<file path="config.mk">
export PLATFORM = sky130hd
export DESIGN_NAME = sram_port_ctrl
export DESIGN_NICKNAME = d
export VERILOG_FILES = /design/src/rtl/sram_port_pkg.sv /design/src/rtl/sram_phase_timer.sv /design/src/rtl/sram_req_latch.sv /design/src/rtl/sram_rd_capture.sv /design/src/rtl/sram_port_ctrl.sv
export SDC_FILE = /design/constraint.sdc
export NUM_CORES = 1
export LEC_CHECK = 0
export BUFFER_PORTS_ARGS = -buffer_cell sky130_fd_sc_hd__buf_2
export CAP_MARGIN = 0
export CORE_MARGIN = 2
export CORE_UTILIZATION = 40
export DETAILED_ROUTE_END_ITERATION = 12
export PLACE_DENSITY = 0.75
export SETUP_SLACK_MARGIN = 0.02
export SLEW_MARGIN = 20
export SYNTH_ARGS = -nofsm -noshare
export SYNTH_HDL_FRONTEND = slang
export SYNTH_SLANG_ARGS = --single-unit
</file>
<file path="constraint.sdc">
create_clock -name clk -period 1.4 [get_ports clk]
set_input_delay 0.14 -clock clk [delete_from_list [all_inputs] [get_ports clk]]
set_output_delay 0.14 -clock clk [all_outputs]
set_load 0.01 [all_outputs]
</file>
<file path="src/rtl/sram_port_pkg.sv">
package sram_port_pkg;

    typedef enum logic [2:0] {
        ST_IDLE,
        ST_RD_ACCESS,
        ST_TURN,
        ST_WR_SETUP,
        ST_WR_PULSE,
        ST_WR_HOLD
    } ctrl_state_e;

    function automatic int max3(input int a, input int b, input int c);
        int m;
        m = (a > b) ? a : b;
        return (m > c) ? m : c;
    endfunction

endpackage

</file>
<file path="src/rtl/sram_phase_timer.sv">
module sram_phase_timer #(
    parameter int CNT_W = 2
) (
    input  logic             clk,
    input  logic             rst,
    input  logic             load,
    input  logic [CNT_W-1:0] load_val,
    output logic             last
);
    logic [CNT_W-1:0] cnt;

    always_ff @(posedge clk) begin
        if (rst) begin
            cnt <= '0;
        end else if (load) begin
            cnt <= load_val;
        end else if (cnt != '0) begin
            cnt <= cnt - 1'b1;
        end
    end

    assign last = (cnt == '0);
endmodule

</file>
<file path="src/rtl/sram_req_latch.sv">
module sram_req_latch #(
    parameter int ADDR_W = 18,
    parameter int DATA_W = 16,
    parameter int LANES  = 2
) (
    input  logic              clk,
    input  logic              rst,
    input  logic              capture,
    input  logic [ADDR_W-1:0] in_addr,
    input  logic [DATA_W-1:0] in_wdata,
    input  logic [LANES-1:0]  in_mask,
    output logic [ADDR_W-1:0] q_addr,
    output logic [DATA_W-1:0] q_wdata,
    output logic [LANES-1:0]  q_mask
);
    always_ff @(posedge clk) begin
        if (rst) begin
            q_addr  <= '0;
            q_wdata <= '0;
            q_mask  <= '0;
        end else if (capture) begin
            q_addr  <= in_addr;
            q_wdata <= in_wdata;
            q_mask  <= in_mask;
        end
    end
endmodule

</file>
<file path="src/rtl/sram_rd_capture.sv">
module sram_rd_capture #(
    parameter int DATA_W = 16,
    parameter int LANES  = 2
) (
    input  logic              clk,
    input  logic              rst,
    input  logic              capture,
    input  logic [LANES-1:0]  lane_en,
    input  logic [DATA_W-1:0] dq_in,
    output logic [DATA_W-1:0] rd_data,
    output logic              rd_valid
);
    localparam int LANE_W = DATA_W / LANES;

    for (genvar g = 0; g < LANES; g++) begin : g_lane
        always_ff @(posedge clk) begin
            if (rst) begin
                rd_data[g*LANE_W +: LANE_W] <= '0;
            end else if (capture) begin
                rd_data[g*LANE_W +: LANE_W] <= lane_en[g] ? dq_in[g*LANE_W +: LANE_W] : '0;
            end
        end
    end

    always_ff @(posedge clk) begin
        if (rst) begin
            rd_valid <= 1'b0;
        end else begin
            rd_valid <= capture;
        end
    end
endmodule

</file>
<file path="src/rtl/sram_port_ctrl.sv">
module sram_port_ctrl
    import sram_port_pkg::*;
#(
    parameter int ADDR_W       = 18,
    parameter int DATA_W       = 16,
    parameter int CLK_NS       = 5,
    parameter int READ_CYC     = 3,
    parameter int WR_PULSE_CYC = 3,
    parameter int TURN_CYC     = 1,
    parameter int T_ACC_NS     = 15,
    parameter int T_RCYC_NS    = 15,
    parameter int T_WPW_NS     = 12,
    parameter int T_AWE_NS     = 12,
    parameter int T_DSU_NS     = 8,
    parameter int T_WCYC_NS    = 15
) (
    input  logic              clk,
    input  logic              rst,
    input  logic              req_valid,
    output logic              req_ready,
    input  logic              req_write,
    input  logic [ADDR_W-1:0] req_addr,
    input  logic [DATA_W-1:0] req_wdata,
    input  logic [DATA_W/8-1:0] req_mask,
    output logic [DATA_W-1:0] rd_data,
    output logic              rd_valid,
    output logic [ADDR_W-1:0] sram_addr,
    output logic              sram_ce_n,
    output logic              sram_oe_n,
    output logic              sram_we_n,
    output logic [DATA_W/8-1:0] sram_be_n,
    output logic [DATA_W-1:0] sram_dq_o,
    output logic              sram_dq_oe,
    input  logic [DATA_W-1:0] sram_dq_i
);
    localparam int LANES   = DATA_W / 8;
    localparam int MAX_CYC = max3(READ_CYC, WR_PULSE_CYC, TURN_CYC);
    localparam int CNT_W   = $clog2(MAX_CYC + 1);

    // Elaboration checks: each phase covers its nanosecond minimum.
    if (READ_CYC < 1 || WR_PULSE_CYC < 1 || TURN_CYC < 1) begin : g_bad_min
        $error("phase counts must be at least one cycle");
    end
    if (READ_CYC * CLK_NS < T_ACC_NS || READ_CYC * CLK_NS < T_RCYC_NS) begin : g_bad_rd
        $error("read wait shorter than access or read cycle time");
    end
    if (WR_PULSE_CYC * CLK_NS < T_WPW_NS) begin : g_bad_pw
        $error("write pulse shorter than its minimum width");
    end
    if ((WR_PULSE_CYC + 1) * CLK_NS < T_AWE_NS || (WR_PULSE_CYC + 1) * CLK_NS < T_DSU_NS) begin : g_bad_su
        $error("address or data setup to write end too short");
    end
    if ((WR_PULSE_CYC + 2) * CLK_NS < T_WCYC_NS) begin : g_bad_wc
        $error("write cycle shorter than its minimum");
    end

    ctrl_state_e       state, state_nx;
    logic              accept;
    logic              tmr_load;
    logic [CNT_W-1:0]  tmr_val;
    logic              tmr_last;
    logic              after_read;
    logic              rd_capture;
    logic [ADDR_W-1:0] q_addr;
    logic [DATA_W-1:0] q_wdata;
    logic [LANES-1:0]  q_mask;

    assign accept     = req_valid && (state == ST_IDLE);
    assign rd_capture = (state == ST_RD_ACCESS) && tmr_last;

    sram_phase_timer #(.CNT_W(CNT_W)) i_timer (
        .clk      (clk),
        .rst      (rst),
        .load     (tmr_load),
        .load_val (tmr_val),
        .last     (tmr_last)
    );

    sram_req_latch #(.ADDR_W(ADDR_W), .DATA_W(DATA_W), .LANES(LANES)) i_latch (
        .clk      (clk),
        .rst      (rst),
        .capture  (accept),
        .in_addr  (req_addr),
        .in_wdata (req_wdata),
        .in_mask  (req_mask),
        .q_addr   (q_addr),
        .q_wdata  (q_wdata),
        .q_mask   (q_mask)
    );

    sram_rd_capture #(.DATA_W(DATA_W), .LANES(LANES)) i_rdcap (
        .clk      (clk),
        .rst      (rst),
        .capture  (rd_capture),
        .lane_en  (q_mask),
        .dq_in    (sram_dq_i),
        .rd_data  (rd_data),
        .rd_valid (rd_valid)
    );

    // State register
    always_ff @(posedge clk) begin
        if (rst) begin
            state <= ST_IDLE;
        end else begin
            state <= state_nx;
        end
    end

    // Remembers that the last access drove the bus from the memory side
    always_ff @(posedge clk) begin
        if (rst) begin
            after_read <= 1'b0;
        end else if (rd_capture) begin
            after_read <= 1'b1;
        end else if (state == ST_WR_SETUP) begin
            after_read <= 1'b0;
        end
    end

    // Next state and phase timer loading
    always_comb begin
        state_nx = state;
        tmr_load = 1'b0;
        tmr_val  = '0;
        unique case (state)
            ST_IDLE: begin
                if (accept) begin
                    if (!req_write) begin
                        state_nx = ST_RD_ACCESS;
                        tmr_load = 1'b1;
                        tmr_val  = CNT_W'(READ_CYC - 1);
                    end else if (after_read) begin
                        state_nx = ST_TURN;
                        tmr_load = 1'b1;
                        tmr_val  = CNT_W'(TURN_CYC - 1);
                    end else begin
                        state_nx = ST_WR_SETUP;
                    end
                end
            end
            ST_RD_ACCESS: begin
                if (tmr_last) state_nx = ST_IDLE;
            end
            ST_TURN: begin
                if (tmr_last) state_nx = ST_WR_SETUP;
            end
            ST_WR_SETUP: begin
                state_nx = ST_WR_PULSE;
                tmr_load = 1'b1;
                tmr_val  = CNT_W'(WR_PULSE_CYC - 1);
            end
            ST_WR_PULSE: begin
                if (tmr_last) state_nx = ST_WR_HOLD;
            end
            ST_WR_HOLD: begin
                state_nx = ST_IDLE;
            end
            default: state_nx = ST_IDLE;
        endcase
    end

    // Strobe and bus decode
    always_comb begin
        req_ready  = 1'b0;
        sram_ce_n  = 1'b1;
        sram_oe_n  = 1'b1;
        sram_we_n  = 1'b1;
        sram_be_n  = '1;
        sram_dq_oe = 1'b0;
        unique case (state)
            ST_IDLE: begin
                req_ready = 1'b1;
            end
            ST_RD_ACCESS: begin
                sram_ce_n = 1'b0;
                sram_oe_n = 1'b0;
                sram_be_n = ~q_mask;
            end
            ST_TURN: begin
                sram_ce_n = 1'b1;
            end
            ST_WR_SETUP, ST_WR_HOLD: begin
                sram_ce_n  = 1'b0;
                sram_be_n  = ~q_mask;
                sram_dq_oe = 1'b1;
            end
            ST_WR_PULSE: begin
                sram_ce_n  = 1'b0;
                sram_we_n  = 1'b0;
                sram_be_n  = ~q_mask;
                sram_dq_oe = 1'b1;
            end
            default: begin
                req_ready = 1'b0;
            end
        endcase
    end

    assign sram_addr = q_addr;
    assign sram_dq_o = q_wdata;
endmodule

</file>
==> results by group <==
Cells and area
  • Post-route design area: 3830 sq um
  • Area delta synth->final: 76.6%
  • Number of diodes: 0
  • Ratio of cells with drive above 1 in the final layout: 0.620
  • Area of the multi-input gates: between 1000 and 1500 sq um
  • Sequential Area: about 1200 sq um
  • Fin nets: around 440
  • Most common cell after layout, fill and taps aside: buf_2
  • Commonest cells after routing, fill and taps aside: buf_2, dfxtp_1, nand2_1
  • Fillers: roughly 380

Place
  • Post-place instance area: between 2000 and 3000 sq um
  • Placer Congestion: between 0.8 and 0.9
  • Port bufs: around 110
  • Post-DP HPWL: about 3900 um
  • Pre-CTS setup slack: -0.171 ns

Power
  • Seq pwr share: 0.336
  • Leakage: around 0.0019 uW
  • Switching portion of total power: 0.299
  • Worst-case vdd ir drop: 0.988 mV
  • PwrDens: between 1500 and 2000 nW/um^2
  • Internal: around 4100 uW
  • Combinational power share: 0.343
  • Clock Power Share: 0.321
  • Net switching power: between 1500 and 2000 uW

Detailed routing
  • Vias: roughly 2,300
  • Count of TritonRoute iterations in the first routing pass: 6
  • Routed Antenna Nets: 0
  • DRC: 0
  • Avg WL per Cell: roughly 14 um
  • Vias per cell: roughly 5
  • Final WL: approximately 6700 um
  • Initial DRC Count: 76

Setup path
  • Critical path peak fanout: 6
  • Critical Path Source Type: register
  • Worst EP required: roughly 1.3 ns
  • Crit path DAT: approximately 1.3 ns
  • Critical Path Sink Type: primary output
  • Register-to-register setup slack: -0.08 ns
  • Crit Path Class: register to primary output

Global routing
  • Aggregate global routing overflow: 0
  • Gr usage total: 0.203
  • Pin count of the biggest net entering global routing: 28
  • Vias in the first global route: about 2,100
  • Initial antenna violation count: 0
  • First-pass GRT wire length: 9780 um

Logic synthesis
  • Syn Std Cell Area: 2170 sq um
  • Synth warn: 0
  • Sequential fraction of the synthesis area: 0.544
  • FF+latch count, synth: between 50 and 60
  • Synth top area cells: dfxtp_1, nand2_1, a21oi_1
  • Leading area contributor after synthesis: dfxtp_1
  • Post-Syn Instances: 246
  • Syn Nets: 303
  • Synth cell types: 35
  • Synth top area share: 0.544
  • Syn Area/Cell: ~9 sq um

Timing
  • Fin worst setup slack: -0.0763 ns
  • Slew margin rel.: 0.757
  • RSZ-0062 raised after global routing: true
  • # setup viols final: 28
  • Layout Skew: around 0.0044 ns
  • Final Cycle Share: 1.05
  • Final hold vios: 0
  • Final min period: ~1.5 ns
  • Worst Max-Slew Pin Slew: between 0.3 and 0.4 ns
  • Max Freq: ~680 MHz
  • Slew Viols, Final: 0

Floorplanning
  • Die X: ~80 um
  • Core Area: 5170 sq um
  • Die area: approximately 6000 sq um
  • Row cnt: 26
  • Die Y: between 70 and 80 um
  • I/O pin cnt: between 100 and 150
  • Initial Util: 0.420

Clocking
  • CTS Sinks: ~60
  • Clock-pin slew on the worst setup and hold paths: roughly 0.07 ns
  • H-tree lvl count: 3
  • Deepest clock path buffer count: 2
  • TritonCTS clock tree: yes
  • CTS buffer count: 9
  • Clk_lat worst skew: about 0.33 ns
  • CTS Root Cell: clkbuf_8

Outcome
  • Status: complete, but fails checks
  • Failing checks: negative setup slack

Job
  • Max Cap Viol: 0

Hold path
  • Hold/Removal Path Class: primary input to register
## synth_stat cells (all sizes together)
cell	number
nor4	2
nor3	1
and2	1
a21boi	1
and4b	2
nor2b	1
o311ai	1
a22o	16
a21o	1
a41o	1
nor4b	2
and3b	1
o21ai	2
clkbuf	9
xor2	1
a21oi	41
o2111a	1
nor2	4
o211ai	1
dfxtp	59
or4b	2
ha	1
a311oi	1
nand2	75
mux2i	1
nor3b	2
buf	10
nand3b	1
inv	5
## sequential cells by signal, summed over array words and instances (netlist names)
name	cells
i_timer.cnt	2
i_latch.q_mask	2
i_rdcap.rd_valid	1
state	3
i_latch.q_addr	18
after_read	1
i_rdcap.rd_data	16
i_latch.q_wdata	16
## final cells by class
type                    count  share of cell area
multi-input cells         163               0.335
clock buffers              11              0.0369
repair buffers            149               0.265
flip-flops and latches     59               0.309
well taps                  70              0.0228
inverters                   5             0.00489
clock inverters             5              0.0261
## cells by family (layout without fill, tap and decap cells)
logic type | after synthesis | count (layout) | share of synthesized area
AO/OA/AOI/OAI | 66 | 66 | 0.192
XOR/XNOR | 1 | 1 | 0.00403
adder cells (fa/ha/maj) | 1 | 1 | 0.00576
buffers and inverters | 24 | 170 | 0.0478
flip-flops | 59 | 59 | 0.544
multiplexers | 1 | 1 | 0.00461
AND/OR/NAND/NOR | 94 | 94 | 0.202
## metal layers
layer  routed length (um)  up-vias  track usage
met5                    0        -            0
met4                   78        0       0.0911
met3                  462        9       0.0558
met2                 3310       84        0.327
met1                 2810     1079        0.254
li1                     -     1122            -
## final timing paths
path                                          end                       startpoint  cells past startpoint
setup / recovery                       sram_dq_oe            state[2]$_SDFFE_PP0P_                      5
hold / removal    i_rdcap.rd_data[3]$_SDFFE_PP0P_                     sram_dq_i[3]                      2
setup reg to reg      i_timer.cnt[1]$_SDFFE_PP0P_            state[0]$_SDFFE_PP0P_                      3
hold reg to reg   i_latch.q_wdata[4]$_SDFFE_PP0N_  i_latch.q_wdata[4]$_SDFFE_PP0N_                      2
## metrics by stage
step / util / hold WS [ns] / power, uW / instances / TNS, ns
after CTS: 0.642 / 0.00697 / 5340 / 455 / -0.295
after global routing: 0.741 / 0.0109 / 6160 / 462 / -2.86
after floorplan: - / 0.265 / 2740 / 246 / -0.233
after detailed placement: 0.562 / 0.355 / 3220 / 430 / -3.24
after global placement: 0.562 / 0.350 / 3190 / 430 / -2.06
final: 0.741 / 0.0191 / 5850 / 462 / -0.545
## power groups by stage
stage                     registers (uW)  clock network (uW)  logic (uW)
after global placement              1980                   0        1210
after floorplan                     2050                   0         687
final                               1970                1880        2010
after detailed placement            1990                   0        1230
after CTS                           1960                1910        1480
after global routing                1990                2010        2160
## worst max-delay path: stages (launching register included)
cell and delay, ns:
dfxtp_2 0.32, buf_6 0.13, buf_6 0.11, nand3b_1 0.17, o21ai_1 0.12, buf_2 0.16
## what timing repair did
| item | 4_1_cts | 5_1_grt |
|---|---|---|
| gates resized for setup | 20 | 105 |
| setup endpoints to repair | 53 | 58 |
| pin swaps | 6 | 79 |
| cloned | 2 | 4 |
| endpoints found under the hold margin | 0 | 1 |
| buffers inserted | 7 | 3 |
| hold buffers | 0 | 1 |
(Power assumes the default switching activity.)
